`src/rtl/mac_pkg.sv`:
```
package mac_pkg;

  localparam logic [5:0] FUNC_MUL_S = 6'h18;
  localparam logic [5:0] FUNC_MUL_U = 6'h19;
  localparam int unsigned SAW = 5;

  typedef enum logic [1:0] {
    K_MUL = 2'b00,
    K_NEG = 2'b01,
    K_ADD = 2'b10,
    K_SUB = 2'b11
  } mkind_e;

  typedef struct packed {
    mkind_e kind;
    logic   wb_en;
    logic   wb_hi;
    logic   sgn;
    logic   flt;
  } mctl_t;

endpackage

```
`src/rtl/mac_decode.sv`:
```
module mac_decode
  import mac_pkg::*;
(
  input  logic [5:0]     funct,
  input  logic [SAW-1:0] sa_field,
  input  logic           ext_en,
  output mctl_t          ctl
);

  logic f_ok;
  logic sa_zero;
  logic ext_ok;

  always_comb begin
    f_ok    = (funct == FUNC_MUL_S) || (funct == FUNC_MUL_U);
    sa_zero = (sa_field == '0);
    ext_ok  = ext_en && sa_field[0] && !sa_field[4] && (sa_field[3:1] != 3'b000);

    ctl.sgn   = (funct == FUNC_MUL_S);
    ctl.flt   = !f_ok || (!sa_zero && !ext_ok);
    ctl.wb_en = !sa_zero;
    ctl.wb_hi = sa_field[3];
    if (sa_zero) ctl.kind = K_MUL;
    else         ctl.kind = mkind_e'(sa_field[2:1]);
  end

endmodule

```
`src/rtl/mac_mult.sv`:
```
module mac_mult
  import mac_pkg::*;
#(
  parameter int unsigned DW = 32
) (
  input  logic            clk,
  input  logic            rst_n,
  input  logic            in_vld,
  input  mctl_t           in_ctl,
  input  logic [DW-1:0]   in_a,
  input  logic [DW-1:0]   in_b,
  output logic            out_vld,
  output mctl_t           out_ctl,
  output logic [2*DW-1:0] out_prod
);

  localparam int unsigned PW = 2 * DW;

  logic          v1_q;
  mctl_t         ctl1_q;
  logic [DW-1:0] a1_q, b1_q;
  logic          v2_q;
  mctl_t         ctl2_q;
  logic [PW-1:0] prod2_q;

  logic [PW-1:0] ext_a, ext_b, prod_d;

  always_comb begin
    ext_a  = {{DW{ctl1_q.sgn & a1_q[DW-1]}}, a1_q};
    ext_b  = {{DW{ctl1_q.sgn & b1_q[DW-1]}}, b1_q};
    prod_d = ext_a * ext_b;
  end

  always_ff @(posedge clk or negedge rst_n) begin
    if (!rst_n) begin
      v1_q   <= 1'b0;
      ctl1_q <= '0;
      a1_q   <= '0;
      b1_q   <= '0;
    end else begin
      v1_q <= in_vld;
      if (in_vld) begin
        ctl1_q <= in_ctl;
        a1_q   <= in_a;
        b1_q   <= in_b;
      end
    end
  end

  always_ff @(posedge clk or negedge rst_n) begin
    if (!rst_n) begin
      v2_q    <= 1'b0;
      ctl2_q  <= '0;
      prod2_q <= '0;
    end else begin
      v2_q <= v1_q;
      if (v1_q) begin
        ctl2_q  <= ctl1_q;
        prod2_q <= prod_d;
      end
    end
  end

  assign out_vld  = v2_q;
  assign out_ctl  = ctl2_q;
  assign out_prod = prod2_q;

endmodule

```
`src/rtl/mac_acc.sv`:
```
module mac_acc
  import mac_pkg::*;
#(
  parameter int unsigned DW = 32
) (
  input  logic            clk,
  input  logic            rst_n,
  input  logic            in_vld,
  input  mctl_t           in_ctl,
  input  logic [2*DW-1:0] in_prod,
  output logic [DW-1:0]   hi,
  output logic [DW-1:0]   lo,
  output logic [DW-1:0]   rd_data,
  output logic            rd_we,
  output logic            fault,
  output logic            done
);

  localparam int unsigned PW = 2 * DW;

  logic [DW-1:0] hi_q, lo_q;
  logic [PW-1:0] acc, res;
  logic          upd_en;

  always_comb begin
    acc = {hi_q, lo_q};
    unique case (in_ctl.kind)
      K_MUL:   res = in_prod;
      K_NEG:   res = '0 - in_prod;
      K_ADD:   res = acc + in_prod;
      K_SUB:   res = acc - in_prod;
      default: res = in_prod;
    endcase
    upd_en  = in_vld && !in_ctl.flt;
    done    = in_vld;
    fault   = in_vld && in_ctl.flt;
    rd_we   = upd_en && in_ctl.wb_en;
    rd_data = in_ctl.wb_hi ? res[PW-1:DW] : res[DW-1:0];
  end

  always_ff @(posedge clk or negedge rst_n) begin
    if (!rst_n) begin
      hi_q <= '0;
      lo_q <= '0;
    end else if (upd_en) begin
      hi_q <= res[PW-1:DW];
      lo_q <= res[DW-1:0];
    end
  end

  assign hi = hi_q;
  assign lo = lo_q;

  AST_HI_RETURN_MATCHES: assert property (@(posedge clk) disable iff (!rst_n)
    (rd_we && in_ctl.wb_hi) |=> (hi_q == $past(rd_data)));
  AST_LO_RETURN_MATCHES: assert property (@(posedge clk) disable iff (!rst_n)
    (rd_we && !in_ctl.wb_hi) |=> (lo_q == $past(rd_data)));

endmodule

```
`src/rtl/mac_hilo_unit.sv`:
```
module mac_hilo_unit
  import mac_pkg::*;
#(
  parameter int unsigned DW = 32
) (
  input  logic          clk,
  input  logic          rst_n,
  input  logic          start,
  input  logic          ext_en,
  input  logic [5:0]    funct,
  input  logic [4:0]    sa_field,
  input  logic [DW-1:0] opnd_a,
  input  logic [DW-1:0] opnd_b,
  output logic [DW-1:0] rd_data,
  output logic          rd_we,
  output logic          ri_fault,
  output logic          done
);

  localparam int unsigned PW = 2 * DW;

  mctl_t         dec_ctl;
  logic          m_vld;
  mctl_t         m_ctl;
  logic [PW-1:0] m_prod;
  logic [DW-1:0] hi_w, lo_w;

  mac_decode u_dec (
    .funct    (funct),
    .sa_field (sa_field),
    .ext_en   (ext_en),
    .ctl      (dec_ctl)
  );

  mac_mult #(.DW(DW)) u_mult (
    .clk      (clk),
    .rst_n    (rst_n),
    .in_vld   (start),
    .in_ctl   (dec_ctl),
    .in_a     (opnd_a),
    .in_b     (opnd_b),
    .out_vld  (m_vld),
    .out_ctl  (m_ctl),
    .out_prod (m_prod)
  );

  mac_acc #(.DW(DW)) u_acc (
    .clk     (clk),
    .rst_n   (rst_n),
    .in_vld  (m_vld),
    .in_ctl  (m_ctl),
    .in_prod (m_prod),
    .hi      (hi_w),
    .lo      (lo_w),
    .rd_data (rd_data),
    .rd_we   (rd_we),
    .fault   (ri_fault),
    .done    (done)
  );

  AST_WE_ONLY_WITH_DONE: assert property (@(posedge clk) disable iff (!rst_n)
    rd_we |-> (done && !ri_fault));
  AST_FAULT_ONLY_WITH_DONE: assert property (@(posedge clk) disable iff (!rst_n)
    ri_fault |-> done);
  AST_FAULT_KEEPS_HILO: assert property (@(posedge clk) disable iff (!rst_n)
    ri_fault |=> ($stable(hi_w) && $stable(lo_w)));
  AST_DONE_TWO_EDGES: assert property (@(posedge clk) disable iff (!rst_n)
    done |-> $past(start, 2));
  AST_PLAIN_NO_WRITE: assert property (@(posedge clk) disable iff (!rst_n)
    (start && sa_field == 5'd0) |-> ##2 !rd_we);

endmodule

```
`config.mk`:
```
export PLATFORM = sky130hd
export DESIGN_NAME = mac_hilo_unit
export DESIGN_NICKNAME = d
export VERILOG_FILES = /design/src/rtl/mac_pkg.sv /design/src/rtl/mac_decode.sv /design/src/rtl/mac_mult.sv /design/src/rtl/mac_acc.sv /design/src/rtl/mac_hilo_unit.sv
export SDC_FILE = /design/constraint.sdc
export NUM_CORES = 2
export LEC_CHECK = 0
export ABC_AREA = 1
export ABC_CLOCK_PERIOD_IN_PS = 7700
export BUFFER_PORTS_ARGS = -buffer_cell sky130_fd_sc_hd__buf_2
export CAP_MARGIN = 20
export CORE_ASPECT_RATIO = 0.75
export CORE_MARGIN = 5
export CORE_UTILIZATION = 50
export CTS_CLUSTER_SIZE = 24
export DETAILED_ROUTE_END_ITERATION = 16
export GPL_TIMING_DRIVEN = 0
export PLACE_DENSITY = 0.66
export SLEW_MARGIN = 20
export SYNTH_ARGS = -nofsm -noshare
export SYNTH_HDL_FRONTEND = slang
export SYNTH_SLANG_ARGS = --single-unit
```
`constraint.sdc`:
```
create_clock -name clk -period 7.7 [get_ports clk]
set_input_delay 0.77 -clock clk [delete_from_list [all_inputs] [get_ports clk]]
set_output_delay 0.77 -clock clk [all_outputs]
set_load 0.005 [all_outputs]
```
# After elaboration in Yosys (flattened, before gate mapping)
# Cells that the tools add are included.
[classes]
addsub = 3
mul = 1
n_eq_ne = 5
n_mux = 3
bitwise = 2
n_reduce_logical = 17
[ops]
columns = ["op", "n"]
rows = [
  ["case mux 64 bit (4 select lines)", 1],
  ["adder 64 bit", 1],
  ["multiplier 33 x 33 -> 64 bit", 1],
  ["subtractor 1 x 64 -> 64 bit (first input constant)", 1],
  ["subtractor 64 bit", 1],
  ["2-to-1 mux 32 bit", 1],
  ["== test 6 x 5 -> 1 bit (second input constant)", 2],
  ["logical AND 1 bit", 7],
  ["logical NOT 1 bit", 5],
  ["logical NOT 5 bit", 1],
  ["== test 2 bit (second input constant)", 2],
  ["nonzero test 3 bit", 1],
  ["bitwise AND 1 bit", 2],
  ["== test 2 x 1 -> 1 bit (second input constant)", 1],
  ["logical NOT 2 bit", 1],
  ["logical OR 1 bit", 2],
  ["2-to-1 mux 2 bit", 1],
]
[word_totals]
reg_bits = 205
in_bits = 79
output_inout_bits = 35
wordCells = 47

# Logic depth before layout (Yosys ltp)
[logic_depth]
depth_word = 6
depth_mapped = 33
ltp_nobuf = 31

# Cells and area by module
# From an unflattened synthesis, not the netlist that was laid out.
[unflattened]
hier_cells = 7737
area_unflattened_um2 = 56490.4
[modules_own_cells]
columns = ["mod", "n_inst", "cells_each", "area_each_um2", "seq_area_each_um2"]
rows = [
  ["mac_mult", 1, 5512, 44985.6, 3553.4],
  ["mac_acc", 1, 2206, 11419.7, 1601.5],
  ["mac_decode", 1, 19, 85.1, 0.0],
]

# Worst setup path before layout
# OpenSTA, ideal clock, no wires.
[synth_timing]
path_type = "reg2reg"
start = "register u_mult.a1_q[31]"
end = "register u_mult.prod2_q[56] (netlist: u_mult.out_prod[56])"
setup_time_ns = 0.132
t_arrival_ns = 7.417
required_ns = 7.568
path_slack_ns = 0.151
path_stages_with_launch = 28
path_buffers = 3
period_less_slack_ns = 7.549
path_cell_list = "dfrtp_1 > clkbuf_1 > nand2_1 > clkbuf_1 > clkbuf_1 > nor2_1 > fa_1 > inv_1 > fa_1 > fa_1 > inv_1 > fa_1 > inv_1 > fa_1 > fa_1 > fa_1 > fa_1 > inv_1 > ha_1 > nand2_1 > nor2_1 > inv_1 > nor4_1 > o21ai_0 > nand3_1 > nand2_1 > nand3_1 > o21ai_0"
[synth_between]
elab_chain_len = 2
[synth_lines]
columns = ["item", "line", "text"]
rows = [
  ["start: declaration", "mac_mult.sv:21", "logic [DW-1:0] a1_q, b1_q;"],
  ["start signal: assignment", "mac_mult.sv:44", "a1_q <= in_a;"],
  ["bitwise AND 1 bit", "mac_mult.sv:29", "ext_a = {{DW{ctl1_q.sgn & a1_q[DW-1]}}, a1_q};"],
  ["multiplier 33 x 33 -> 64 bit *", "mac_mult.sv:31", "prod_d = ext_a * ext_b;"],
  ["end signal: assignment", "mac_mult.sv:59", "prod2_q <= prod_d;"],
  ["end: declaration", "mac_mult.sv:24", "logic [PW-1:0] prod2_q;"],
]
# Every way passes the cells marked *; elsewhere a longest branch is shown, timed or not.
# A chain may end at the register's enable or synchronous reset.

# Final worst setup path
[layout_timing]
start = "register u_mult.prod2_q[0] (netlist: u_mult.out_prod[0])"
end = "output port rd_data[18]"
[layout_between]
elab_chain_len = 3
elab_cells_between_ends = 5
cone_classes = "add/sub (3); mux (2)"
[layout_lines]
columns = ["item", "line", "text"]
rows = [
  ["subtractor 64 bit, or another cell as far along", "mac_acc.sv:31", "K_SUB: res = acc - in_prod;"],
  ["case mux 64 bit (4 select lines) *", "mac_acc.sv:27", "unique case (in_ctl.kind)"],
  ["2-to-1 mux 32 bit *", "mac_acc.sv:38", "rd_data = in_ctl.wb_hi ? res[PW-1:DW] : res[DW-1:0];"],
  ["end: declaration", "mac_hilo_unit.sv:14", "output logic [DW-1:0] rd_data,"],
]
# Marked as above.

==> parameters.txt <==
Parameter                              Value

Synth
  Synth area leaders    fa_1, nand2_1, inv_1
  Largest family of logic cells by synthesized area    adder cells
  Cell count after synthesis    7656
  Average instance area after synthesis    7.323 um2
  Number of enable-type register cells in the synthesized netlist    0
  Sequential share of the synthesized area    0.09150
  Top cell type's share of synthesized area    0.4021
  Parity-gate share of the synthesized area counting xor and xnor cells    0.009060
  Number of warnings reported in the yosys synthesis log    0
  Predominant post-synthesis flop cell    dfrtp_1
  Fraction of the mapped netlist area in compound gates    0.06095
  Share of synthesized cell area in and, or, nand and nor gates    0.2246
  Post-synth design cell area    56070 um2
  Synth Area in Adders    0.4636
  Fraction of synthesized area in multiplexers    0.0001785
  Library cell occupying the most area in the post-synthesis netlist    fa_1
  Number of register bits inferred by synthesis    205
  Number of distinct library cells after synthesis    53
  Fraction of synthesis flops using an asynchronous set or reset pin    1.000
  Synth Net Count    9137

Die
  Starting density of the core    0.5033
  X dimension of the die    396.7 um
  Die Footprint    119000 um2
  I/O Pins    114
  Die outline height    300 um
  Core Box Area    111400 um2
  Standard-cell row count    106

CTS
  Quantity of hold-fixing buffers added after cts    0
  Number of buffers on the longest clock path    3
  Clock buffer count from CTS    27
  Max H-tree Level    1
  Number of clock sinks    205
  TritonCTS clock tree    built
  Clock transition time at the flip-flop clock pins of the worst setup and hold paths    60 ps
  Clock insertion delay at the later pin of the skew report    640 ps
  Root buffer cell    clkbuf_16

Critical path
  Critical path capture point type    output pin
  Cell with the largest stage delay on the worst path    nor2_1
  Crit path arrival time    7040 ps
  Critical path class    reg2out
  Largest stage delay on the critical path    830 ps
  Cells traversed along the worst timing path    inv_1 > ha_1 > inv_1 > nor2_1 > nand2_1 > nor2_1 > xor2_1 > o21ai_0 > ha_1 > nand2_1 > nor2_1 > nand2_1 > a21oi_1 > o21bai_1 > nand4_1 > nand3_1 > nand2_1 > nand2_1 > nand2_1 > buf_2
  Max Fanout on Critical Path    5
  Req. time, crit path    6930 ps
  Most repeated library cell on the critical path    nand2_1
  Startpoint type of the worst setup path    flop

GRT
  Global route total overflow    0
  Wire length of the first global-routing pass    360.0 mm
  Pin count of the biggest net entering global routing    79
  Via count of the first global-routing pass    51535
  Antenna violations before repair    13
  Combined global-route utilization of all metal layers    0.4226

Detailed routing
  Drt first-iter violations    7365
  Drc violations    0
  DRT antenna net count    0
  Wire length per cell after detailed routing    27.19 um
  Routed WL    253.2 mm
  Total via count after detailed routing    53590
  Routed vias/inst    5.754
  First-pass DRT Iterations    9

Final layout
  Synthesis-to-layout area growth    11.83%
  Layout cells sized above 1    0.1187
  Fin util    0.5628
  Highest-count cells in the layout ignoring fill and taps    nand2_1, inv_1, fa_1
  Post-layout net count    9311
  Post-route standard cell area excluding fillers    62700 um2
  Most common library cell in the layout ignoring fill and taps    nand2_1

Timing
  Achievable clock frequency    0.1280 GHz
  RSZ-0062 raised after global routing    yes
  Count of pins over their slew limit    0
  Setup TNS    -348.0 ps
  Worst Max-Slew Pin Slew    1332 ps
  Final critical path time including I/O delays and setup    7810 ps
  Final period util    1.014
  Slack of the critical path    -110.1 ps
  Worst setup skew after layout    27.47 ps
  Rel. slew slack    0.1121
  Final Hold Viols    0
  Number of setup violations in the final report    6

Worst hold path
  Worst Hold Class    in2async

Place
  Hpwl dp    217.8 mm
  Placer congestion estimate    1.163
  Placed Instance Area    58560 um2
  Number of input and output port buffers inserted    113

Flow run
  Max capacitance violation total    0

Outcome
  Failing checks    setup timing
  Outcome    finished, violations left
[per-layer routing]
metal / vias to the layer above / share of wire / GRT usage
li1: 22703 / - / -
met1: 26626 / 0.42 / 0.6283
met2: 3795 / 0.35 / 0.5090
met3: 454 / 0.20 / 0.2481
met4: 12 / 0.034 / 0.1078
met5: - / 0.0013 / 0.01461
[through the flow]
step / std cells / worst slack [ps] / hold slack [ps]
after floorplan: 7656 / 151.4 / 397.6
after global placement: 9227 / -2495 / 465.2
after detailed placement: 9231 / -2596 / 472.4
after CTS: 9252 / -33.77 / 119.6
after global routing: 9307 / -134.8 / 150.1
final: 9314 / -110.1 / 104.1
[cell families after synthesis]
family	count (synthesis)
xor+xnor	58
fa+ha+maj	1402
flops	205
simple gates	3134
buf+inv	2231
compound gates	625
mux	1
[synthesized netlist by cell type (all sizes together) (9+ instances only)]
cell type,instances
or2,35
fa,1126
o21ai,297
a21oi,198
nand3b,17
ha,276
a31oi,43
nand3,245
xnor2,22
a21o,12
nor4,15
inv,1883
buf,23
o211ai,19
clkbuf,321
xor2,36
o21a,9
o21bai,28
nor3,38
nor2,454
nand2,2274
dfrtp,205
nand4,44
[repair_timing]
action | in CTS | in global routing
endpoints found under the setup margin | 46 | 45
resized for setup | 518 | 483
buffers inserted | 28 | 63
pin swaps | 23 | 82
endpoints found under the hold margin | 0 | 0
[worst max-delay path: cells and delay by family (launching register included)]
kind                       cells  cell delay [ps]
buffers and inverters          3              440
and+or+nand+nor               11             3340
AOI/OAI and AO/OA              3             1160
xor gates and xnor gates       1              250
DFF                            1              430
adders and majority gates      2              770
[path summary, 6_finish.rpt]
path / start / endpoint / slack, ps / cells after the start
min in group clk: start / u_mult.v1_q / 300 / 1
min: rst_n / u_mult.a1_q[10] / 100 / 1
max in group asynchronous: rst_n / u_mult.b1_q[20] / 6250 / 3
min reg2reg: u_mult.ctl1_q[2] / u_mult.ctl1_q[2] / 490 / 2
max reg2reg: u_mult.ctl1_q[1] / u_mult.out_prod[44] / 0 / 26
max: u_mult.out_prod[0] / rd_data[18] / -110 / 20
[area by class of cell]
type,instances,area [um2]
Antenna cell,7,17.52
Buffer,281,1922
Clock buffer,34,762.0
Clock inverter,14,141.4
Fill cell,10864,48710
Inverter,1887,7104
Multi-Input combinational cell,5220,44260
Sequential cell,205,5248
Tap cell,1458,1824
Timing Repair Buffer,208,1420
[sequential cells by signal (all words and copies together) (netlist names)]
name,cells
u_acc.hi,32
u_mult.out_ctl,5
u_mult.out_vld,1
u_mult.ctl1_q,6
u_mult.v1_q,1
u_mult.out_prod,64
u_mult.a1_q,32
u_acc.lo,32
u_mult.b1_q,32
Power is not shown: default switching activity piles up to over one toggle a cycle in this logic, so the estimate is an artifact.
